$ cat config.mk
export PLATFORM = sky130hd
export DESIGN_NAME = lrel_unit
export DESIGN_NICKNAME = d
export VERILOG_FILES = /design/src/rtl/lrel_pkg.sv /design/src/rtl/lrel_gate.sv /design/src/rtl/lrel_slow.sv /design/src/rtl/lrel_ctrl.sv /design/src/rtl/lrel_unit.sv
export SDC_FILE = /design/constraint.sdc
export NUM_CORES = 1
export LEC_CHECK = 0
export BUFFER_PORTS_ARGS = -buffer_cell sky130_fd_sc_hd__buf_2
export CORE_MARGIN = 10
export CORE_UTILIZATION = 45
export CTS_CLUSTER_DIAMETER = 120
export DETAILED_ROUTE_END_ITERATION = 16
export PLACE_DENSITY = 0.75
export SLEW_MARGIN = 10
export SYNTH_ARGS = -nofsm -noshare
export SYNTH_HDL_FRONTEND = slang
export SYNTH_SLANG_ARGS = --single-unit
$ cat constraint.sdc
create_clock -name clk -period 2.6 [get_ports clk]
set_clock_uncertainty 0.1 [all_clocks]
set_input_delay 0.26 -clock clk [delete_from_list [all_inputs] [get_ports clk]]
set_output_delay 0.26 -clock clk [all_outputs]
set_load 0.05 [all_outputs]
$ cat src/rtl/lrel_pkg.sv
package lrel_pkg;
  localparam int LOCAL_BIT   = 0;
  localparam int SEC_BIT     = 1;
  localparam int SEC_TBL_OFS = 4;
  localparam int LOC_TBL_OFS = 12;

  typedef enum logic [1:0] {
    ST_IDLE  = 2'd0,
    ST_ATOM  = 2'd1,
    ST_FETCH = 2'd2
  } lrel_state_e;
endpackage

$ cat src/rtl/lrel_gate.sv
module lrel_gate #(
  parameter int W = 32
) (
  input  logic         op_local,
  input  logic [W-1:0] lock_addr,
  input  logic [W-1:0] ind_word,
  output logic         misalign,
  output logic         pre_ok
);
  import lrel_pkg::*;

  always_comb begin
    misalign = |lock_addr[2:0];
    if (op_local)
      pre_ok = ind_word[LOCAL_BIT] & ~ind_word[SEC_BIT];
    else
      pre_ok = ind_word[SEC_BIT];
  end
endmodule

$ cat src/rtl/lrel_slow.sv
module lrel_slow #(
  parameter int W = 32
) (
  input  logic         op_local,
  input  logic [W-1:0] table_base,
  input  logic [W-1:0] next_ia,
  input  logic [W-1:0] rdata,
  output logic [W-1:0] fetch_addr,
  output logic [W-1:0] link_val,
  output logic [W-1:0] target
);
  import lrel_pkg::*;

  localparam logic [W-1:0] SEC_OFS = W'(SEC_TBL_OFS);
  localparam logic [W-1:0] LOC_OFS = W'(LOC_TBL_OFS);

  always_comb begin
    fetch_addr = table_base - (op_local ? LOC_OFS : SEC_OFS);
    link_val   = {1'b0, next_ia[W-2:0]};
    target     = {1'b0, rdata[W-2:0]};
  end
endmodule

$ cat src/rtl/lrel_ctrl.sv
module lrel_ctrl #(
  parameter int W = 32
) (
  input  logic         clk,
  input  logic         rst,
  input  logic         start,
  input  logic         op_local,
  input  logic         simple_mode,
  input  logic [W-1:0] lock_addr,
  input  logic [W-1:0] op1_word,
  input  logic [W-1:0] ind_word,
  input  logic [W-1:0] next_ia,
  input  logic [W-1:0] table_base,
  input  logic         misalign,
  input  logic         pre_ok,
  input  logic [W-1:0] fetch_addr,
  input  logic [W-1:0] link_val,
  input  logic [W-1:0] target,
  input  logic         mem_ack,
  input  logic [W-1:0] mem_rdata,
  input  logic         mem_hit,
  output logic         l_op_local,
  output logic [W-1:0] l_table_base,
  output logic [W-1:0] l_next_ia,
  output logic         mem_req,
  output logic         mem_atomic,
  output logic [W-1:0] mem_addr,
  output logic         mem_cmp_en,
  output logic [W-1:0] mem_cmp,
  output logic         done,
  output logic         spec_exc,
  output logic         ind_we,
  output logic [W-1:0] ind_wdata,
  output logic         gr12_we,
  output logic [W-1:0] gr12_wdata,
  output logic         gr13_we,
  output logic [W-1:0] gr13_wdata,
  output logic         redir_valid,
  output logic [W-1:0] redir_addr
);
  import lrel_pkg::*;

  lrel_state_e  state;
  logic [W-1:0] l_lock_addr;
  logic [W-1:0] l_op1;
  logic [W-1:0] l_ind;
  logic [W-1:0] bit_mask;

  always_comb begin
    mem_req    = (state != ST_IDLE);
    mem_atomic = (state == ST_ATOM);
    mem_addr   = (state == ST_ATOM) ? l_lock_addr : fetch_addr;
    mem_cmp_en = (state == ST_ATOM) && !l_op_local;
    mem_cmp    = l_op1;
    bit_mask   = '0;
    bit_mask[l_op_local ? LOCAL_BIT : SEC_BIT] = 1'b1;
  end

  always_ff @(posedge clk) begin
    if (rst) begin
      state        <= ST_IDLE;
      l_op_local   <= 1'b0;
      l_lock_addr  <= '0;
      l_op1        <= '0;
      l_ind        <= '0;
      l_next_ia    <= '0;
      l_table_base <= '0;
      done         <= 1'b0;
      spec_exc     <= 1'b0;
      ind_we       <= 1'b0;
      ind_wdata    <= '0;
      gr12_we      <= 1'b0;
      gr12_wdata   <= '0;
      gr13_we      <= 1'b0;
      gr13_wdata   <= '0;
      redir_valid  <= 1'b0;
      redir_addr   <= '0;
    end else begin
      done        <= 1'b0;
      spec_exc    <= 1'b0;
      ind_we      <= 1'b0;
      gr12_we     <= 1'b0;
      gr13_we     <= 1'b0;
      redir_valid <= 1'b0;
      case (state)
        ST_IDLE: begin
          if (start) begin
            l_op_local   <= op_local;
            l_lock_addr  <= lock_addr;
            l_op1        <= op1_word;
            l_ind        <= ind_word;
            l_next_ia    <= next_ia;
            l_table_base <= table_base;
            if (misalign) begin
              done     <= 1'b1;
              spec_exc <= 1'b1;
            end else if (simple_mode || !pre_ok) begin
              state <= ST_FETCH;
            end else begin
              state <= ST_ATOM;
            end
          end
        end
        ST_ATOM: begin
          if (mem_ack) begin
            if (mem_hit) begin
              done       <= 1'b1;
              gr13_we    <= 1'b1;
              gr13_wdata <= '0;
              ind_we     <= 1'b1;
              ind_wdata  <= l_ind & ~bit_mask;
              state      <= ST_IDLE;
            end else begin
              state <= ST_FETCH;
            end
          end
        end
        ST_FETCH: begin
          if (mem_ack) begin
            done        <= 1'b1;
            gr12_we     <= 1'b1;
            gr12_wdata  <= link_val;
            gr13_we     <= 1'b1;
            gr13_wdata  <= mem_rdata;
            redir_valid <= 1'b1;
            redir_addr  <= target;
            state       <= ST_IDLE;
          end
        end
        default: state <= ST_IDLE;
      endcase
    end
  end
endmodule

$ cat src/rtl/lrel_unit.sv
module lrel_unit #(
  parameter int W = 32
) (
  input  logic         clk,
  input  logic         rst,
  input  logic         start,
  input  logic         op_local,
  input  logic         simple_mode,
  input  logic [W-1:0] lock_addr,
  input  logic [W-1:0] op1_word,
  input  logic [W-1:0] ind_word,
  input  logic [W-1:0] next_ia,
  input  logic [W-1:0] table_base,
  output logic         mem_req,
  output logic         mem_atomic,
  output logic [W-1:0] mem_addr,
  output logic         mem_cmp_en,
  output logic [W-1:0] mem_cmp,
  input  logic         mem_ack,
  input  logic [W-1:0] mem_rdata,
  input  logic         mem_hit,
  output logic         done,
  output logic         spec_exc,
  output logic         ind_we,
  output logic [W-1:0] ind_wdata,
  output logic         gr12_we,
  output logic [W-1:0] gr12_wdata,
  output logic         gr13_we,
  output logic [W-1:0] gr13_wdata,
  output logic         redir_valid,
  output logic [W-1:0] redir_addr
);
  logic         misalign, pre_ok;
  logic         l_op_local;
  logic [W-1:0] l_table_base, l_next_ia;
  logic [W-1:0] fetch_addr, link_val, target;

  lrel_gate #(.W(W)) u_gate (
    .op_local(op_local), .lock_addr(lock_addr), .ind_word(ind_word),
    .misalign(misalign), .pre_ok(pre_ok)
  );

  lrel_slow #(.W(W)) u_slow (
    .op_local(l_op_local), .table_base(l_table_base), .next_ia(l_next_ia),
    .rdata(mem_rdata), .fetch_addr(fetch_addr), .link_val(link_val),
    .target(target)
  );

  lrel_ctrl #(.W(W)) u_ctrl (
    .clk(clk), .rst(rst), .start(start), .op_local(op_local),
    .simple_mode(simple_mode), .lock_addr(lock_addr), .op1_word(op1_word),
    .ind_word(ind_word), .next_ia(next_ia), .table_base(table_base),
    .misalign(misalign), .pre_ok(pre_ok), .fetch_addr(fetch_addr),
    .link_val(link_val), .target(target), .mem_ack(mem_ack),
    .mem_rdata(mem_rdata), .mem_hit(mem_hit), .l_op_local(l_op_local),
    .l_table_base(l_table_base), .l_next_ia(l_next_ia),
    .mem_req(mem_req), .mem_atomic(mem_atomic), .mem_addr(mem_addr),
    .mem_cmp_en(mem_cmp_en), .mem_cmp(mem_cmp), .done(done),
    .spec_exc(spec_exc), .ind_we(ind_we), .ind_wdata(ind_wdata),
    .gr12_we(gr12_we), .gr12_wdata(gr12_wdata), .gr13_we(gr13_we),
    .gr13_wdata(gr13_wdata), .redir_valid(redir_valid),
    .redir_addr(redir_addr)
  );
endmodule

==> flow_summary.json <==
{
  "ys.flop_type": "dfxtp_1",
  "setup.worst_path.end_class": "primary output",
  "power.density_mw_per_mm2": 790,
  "status": "finished with violations",
  "h-tree-depth": 1,
  "port_buffers": 396,
  "worstReg2RegStart": "u_ctrl.state[0]",
  "tightest_slew_ns": 0.572,
  "cts_root_buf": "clkbuf_16",
  "post-route-period-util_pct": 122,
  "ctsLongestPathBuffers": 3,
  "synth_cells": 1471,
  "core.rowCount": 57,
  "worstPathArrival_ns": 2.82,
  "timing.final.ws_setup_ns": -0.575,
  "syn_area_per_cell_sq_um": 7.67,
  "start_util_pct": 46.1,
  "cts_tree": "yes",
  "finalPower_mw": 14.0,
  "dieArea_sq_mm": 0.0318,
  "power_leakage_nw": 7.57,
  "synthArstFlopShare_pct": 0,
  "cp_slowest_cell": "or4_4",
  "crit_family": "simple AND/OR/NAND/NOR gates",
  "max_freq_mhz": 315,
  "drv_cap": 0,
  "violations": "negative setup slack",
  "grt_first_pass_wirelength_mm": 71.5,
  "ys_warn_count": 0,
  "path_clk_slew_ns": 0.06,
  "worst_path_most_repeated_cell": "buf_6",
  "whs_endpoint": "u_ctrl.mem_cmp[28]",
  "worst-endpoint-required_ns": 2.24,
  "die_w_um": 178,
  "dpl.hpwl_mm": 29.4,
  "fill_cells": 1628,
  "holdCritStartpoint": "start",
  "ir_drop_uv": 626,
  "cts_buffers": 31,
  "drtIter0Drc": 1348,
  "slowest_delay_ns": 0.53,
  "syn_area_sq_mm": 0.0113,
  "core_sq_mm": 0.0245,
  "area_growth_syn_to_layout_pct": 57.5,
  "finalHoldViolations": 0,
  "holdPathStages": 4,
  "die_height_um": 178,
  "nets": 2272,
  "yosys.area.top_type": "dfxtp_1",
  "num_vias": 13400,
  "crit_path_max_fanout": 3,
  "dr.pass1.iters": 5,
  "rr_worst_depth": 6,
  "rsz0062_at_grt": "true",
  "finalCriticalPeriod_ns": 3.18,
  "yosys-top-cells-area": "dfxtp_1 (52%), nand2_1 (17%), a21oi_1 (13%)",
  "grt_max_degree": 99,
  "r2r_setup_slack_ns": 0.57,
  "hold_class": "in -> reg",
  "final_area_sq_mm": 0.0178,
  "final_util_pct": 72.6,
  "drc": 0,
  "dp_slack_ns": -0.225,
  "wl_per_cell_um": 19.8,
  "viasPerCell": 5.53,
  "ant_nets": 0,
  "clock_latency_ns": 0.54,
  "grt_overflow": 0,
  "grt_pass1_vias": 13100,
  "synthDominantCellAreaShare_pct": 52.0,
  "synth_seq_cells": 293,
  "setup_viol": 26,
  "gp_congestion": 0.927,
  "crit_buf_inv": 2,
  "drive_gt1_share_pct": 29.6,
  "max-slew-margin-rel_pct": 61.9,
  "synth_cell_types": 51,
  "setup_tns_ns": -10.08,
  "antenna_found_initial": 14,
  "wirelength_mm": 48.0,
  "worst_setup_path_start_kind": "flop",
  "cts_sinks": 293,
  "boundaryPins": 400,
  "path_cells": "buf_6 > fa_2 > or3b_4 > or4_4 > or3_4 > a31oi_4 > buf_6",
  "slew_violations": 0,
  "synth-edff-count": 0,
  "r2r_end": "u_ctrl.l_next_ia[19]",
  "seq_area_frac_synth_pct": 52.0,
  "path_class": "reg -> out",
  "detailed_place.area_sq_mm": 0.0142,
  "grt_util_all_layers_pct": 27.6
}
## cell usage in the layout (no fill, tap or decap), drive strengths merged, types with 3 or more instances in the layout
| cell type | n |
|---|---|
| a21oi | 291 |
| a31oi | 13 |
| and3 | 3 |
| buf | 485 |
| clkbuf | 51 |
| clkinv | 3 |
| dfxtp | 293 |
| diode | 17 |
| dlygate4sd3 | 194 |
| ha | 5 |
| inv | 7 |
| mux2 | 3 |
| nand2 | 524 |
| nand3 | 11 |
| nand4 | 36 |
| nor2 | 27 |
| nor3 | 8 |
| nor4 | 6 |
| o21ai | 48 |
| o31ai | 9 |
| or2 | 3 |
| or3 | 8 |
| or4 | 16 |
| xnor2 | 7 |
## routing by layer
metal  vias up  track usage (%)  routed length (um)
li1       6127                -                   -
met1      6213             32.5               17700
met2       862             44.3               22400
met3       210             7.27                5120
met4         0             16.3                2810
met5         -                0                   0
## how the worst max path moves through the flow
stage	slack (ns)	end	start	depth (start not counted)
detailed placement	-0.22	mem_addr[21]	u_ctrl.l_op_local	8
CTS	-0.57	mem_addr[25]	u_ctrl.l_table_base[12]	5
global placement	-0.22	mem_addr[21]	u_ctrl.l_op_local	8
floorplan	-0.20	mem_addr[31]	u_ctrl.l_op_local	6
finish	-0.58	mem_addr[16]	u_ctrl.l_op_local	7
global route	-0.69	mem_addr[16]	u_ctrl.l_op_local	7
## synthesized netlist by cell type, types with 9 or more instances
library cell  count
nand2_1         524
dfxtp_1         293
a21oi_1         291
clkbuf_1        111
o21ai_0          47
nand4_1          36
nor2_1           27
a31oi_1          13
or4_1            13
nand3_1          11
o31ai_1           9
## tightest hold or removal path: stages
cell	delay (ns)
buf_2	0.14
nand2_4	0.18
nand2_1	0.12
a21oi_1	0.05
## flip-flops by register name, indices dropped and copies added (netlist names)
name,cells
u_ctrl.ind_wdata,32
u_ctrl.redir_addr,31
u_ctrl.gr13_wdata,32
u_ctrl.spec_exc,1
u_ctrl.l_table_base,32
u_ctrl.state,2
u_ctrl.mem_cmp,32
u_ctrl.l_lock_addr,32
u_ctrl.l_op_local,1
u_ctrl.gr12_wdata,31
u_ctrl.done,1
u_ctrl.redir_valid,1
u_ctrl.l_ind,32
u_ctrl.ind_we,1
u_ctrl.gr13_we,1
u_ctrl.l_next_ia,31
## power by group
part,total [mW],internal [mW],switching [mW]
sequential,5.09,4.86,0.238
combinational,4.75,1.69,3.05
clock,4.20,2.45,1.75
total,14.0,8.99,5.04
## layout make-up
| cell class | count | area (sq um) | area share, % |
|---|---|---|---|
| repair buffers | 683 | 5030 | 28.3 |
| clock buffers | 47 | 896 | 5.04 |
| clock inverters | 5 | 56.3 | 0.317 |
| flip-flops and latches | 293 | 5870 | 33.1 |
| diodes | 17 | 42.5 | 0.239 |
| inverters | 8 | 36.3 | 0.204 |
| multi-input cells | 1050 | 5420 | 30.5 |
| well taps | 324 | 405 | 2.28 |
## through the flow
step / cells / hold slack, ns
after floorplan: 1472 / 0.288
after global placement: 2144 / 0.336
after detailed placement: 2144 / 0.343
after CTS: 2399 / 0.130
after global routing: 2425 / 0.163
final: 2427 / 0.159
## repair_timing
item	4_1_cts	5_1_grt
hold buffers	194	0
cloned	0	1
pin swaps	21	15
endpoints found under the setup margin	28	30
resized for setup	90	32
hold endpoints to repair	226	0
setup buffers	9	11
## cell families after synthesis
group / count (synthesis) / synth area share [%]
XOR/XNOR: 9 / 0.699
AO/OA/AOI/OAI: 377 / 17.6
adder cells (fa/ha/maj): 6 / 0.732
other: 1 / 0.0332
AND/OR/NAND/NOR: 653 / 24.1
multiplexers: 3 / 0.299
buffers and inverters: 129 / 4.53
flip-flops: 293 / 52.0
Power figures use the tool's default switching activity.
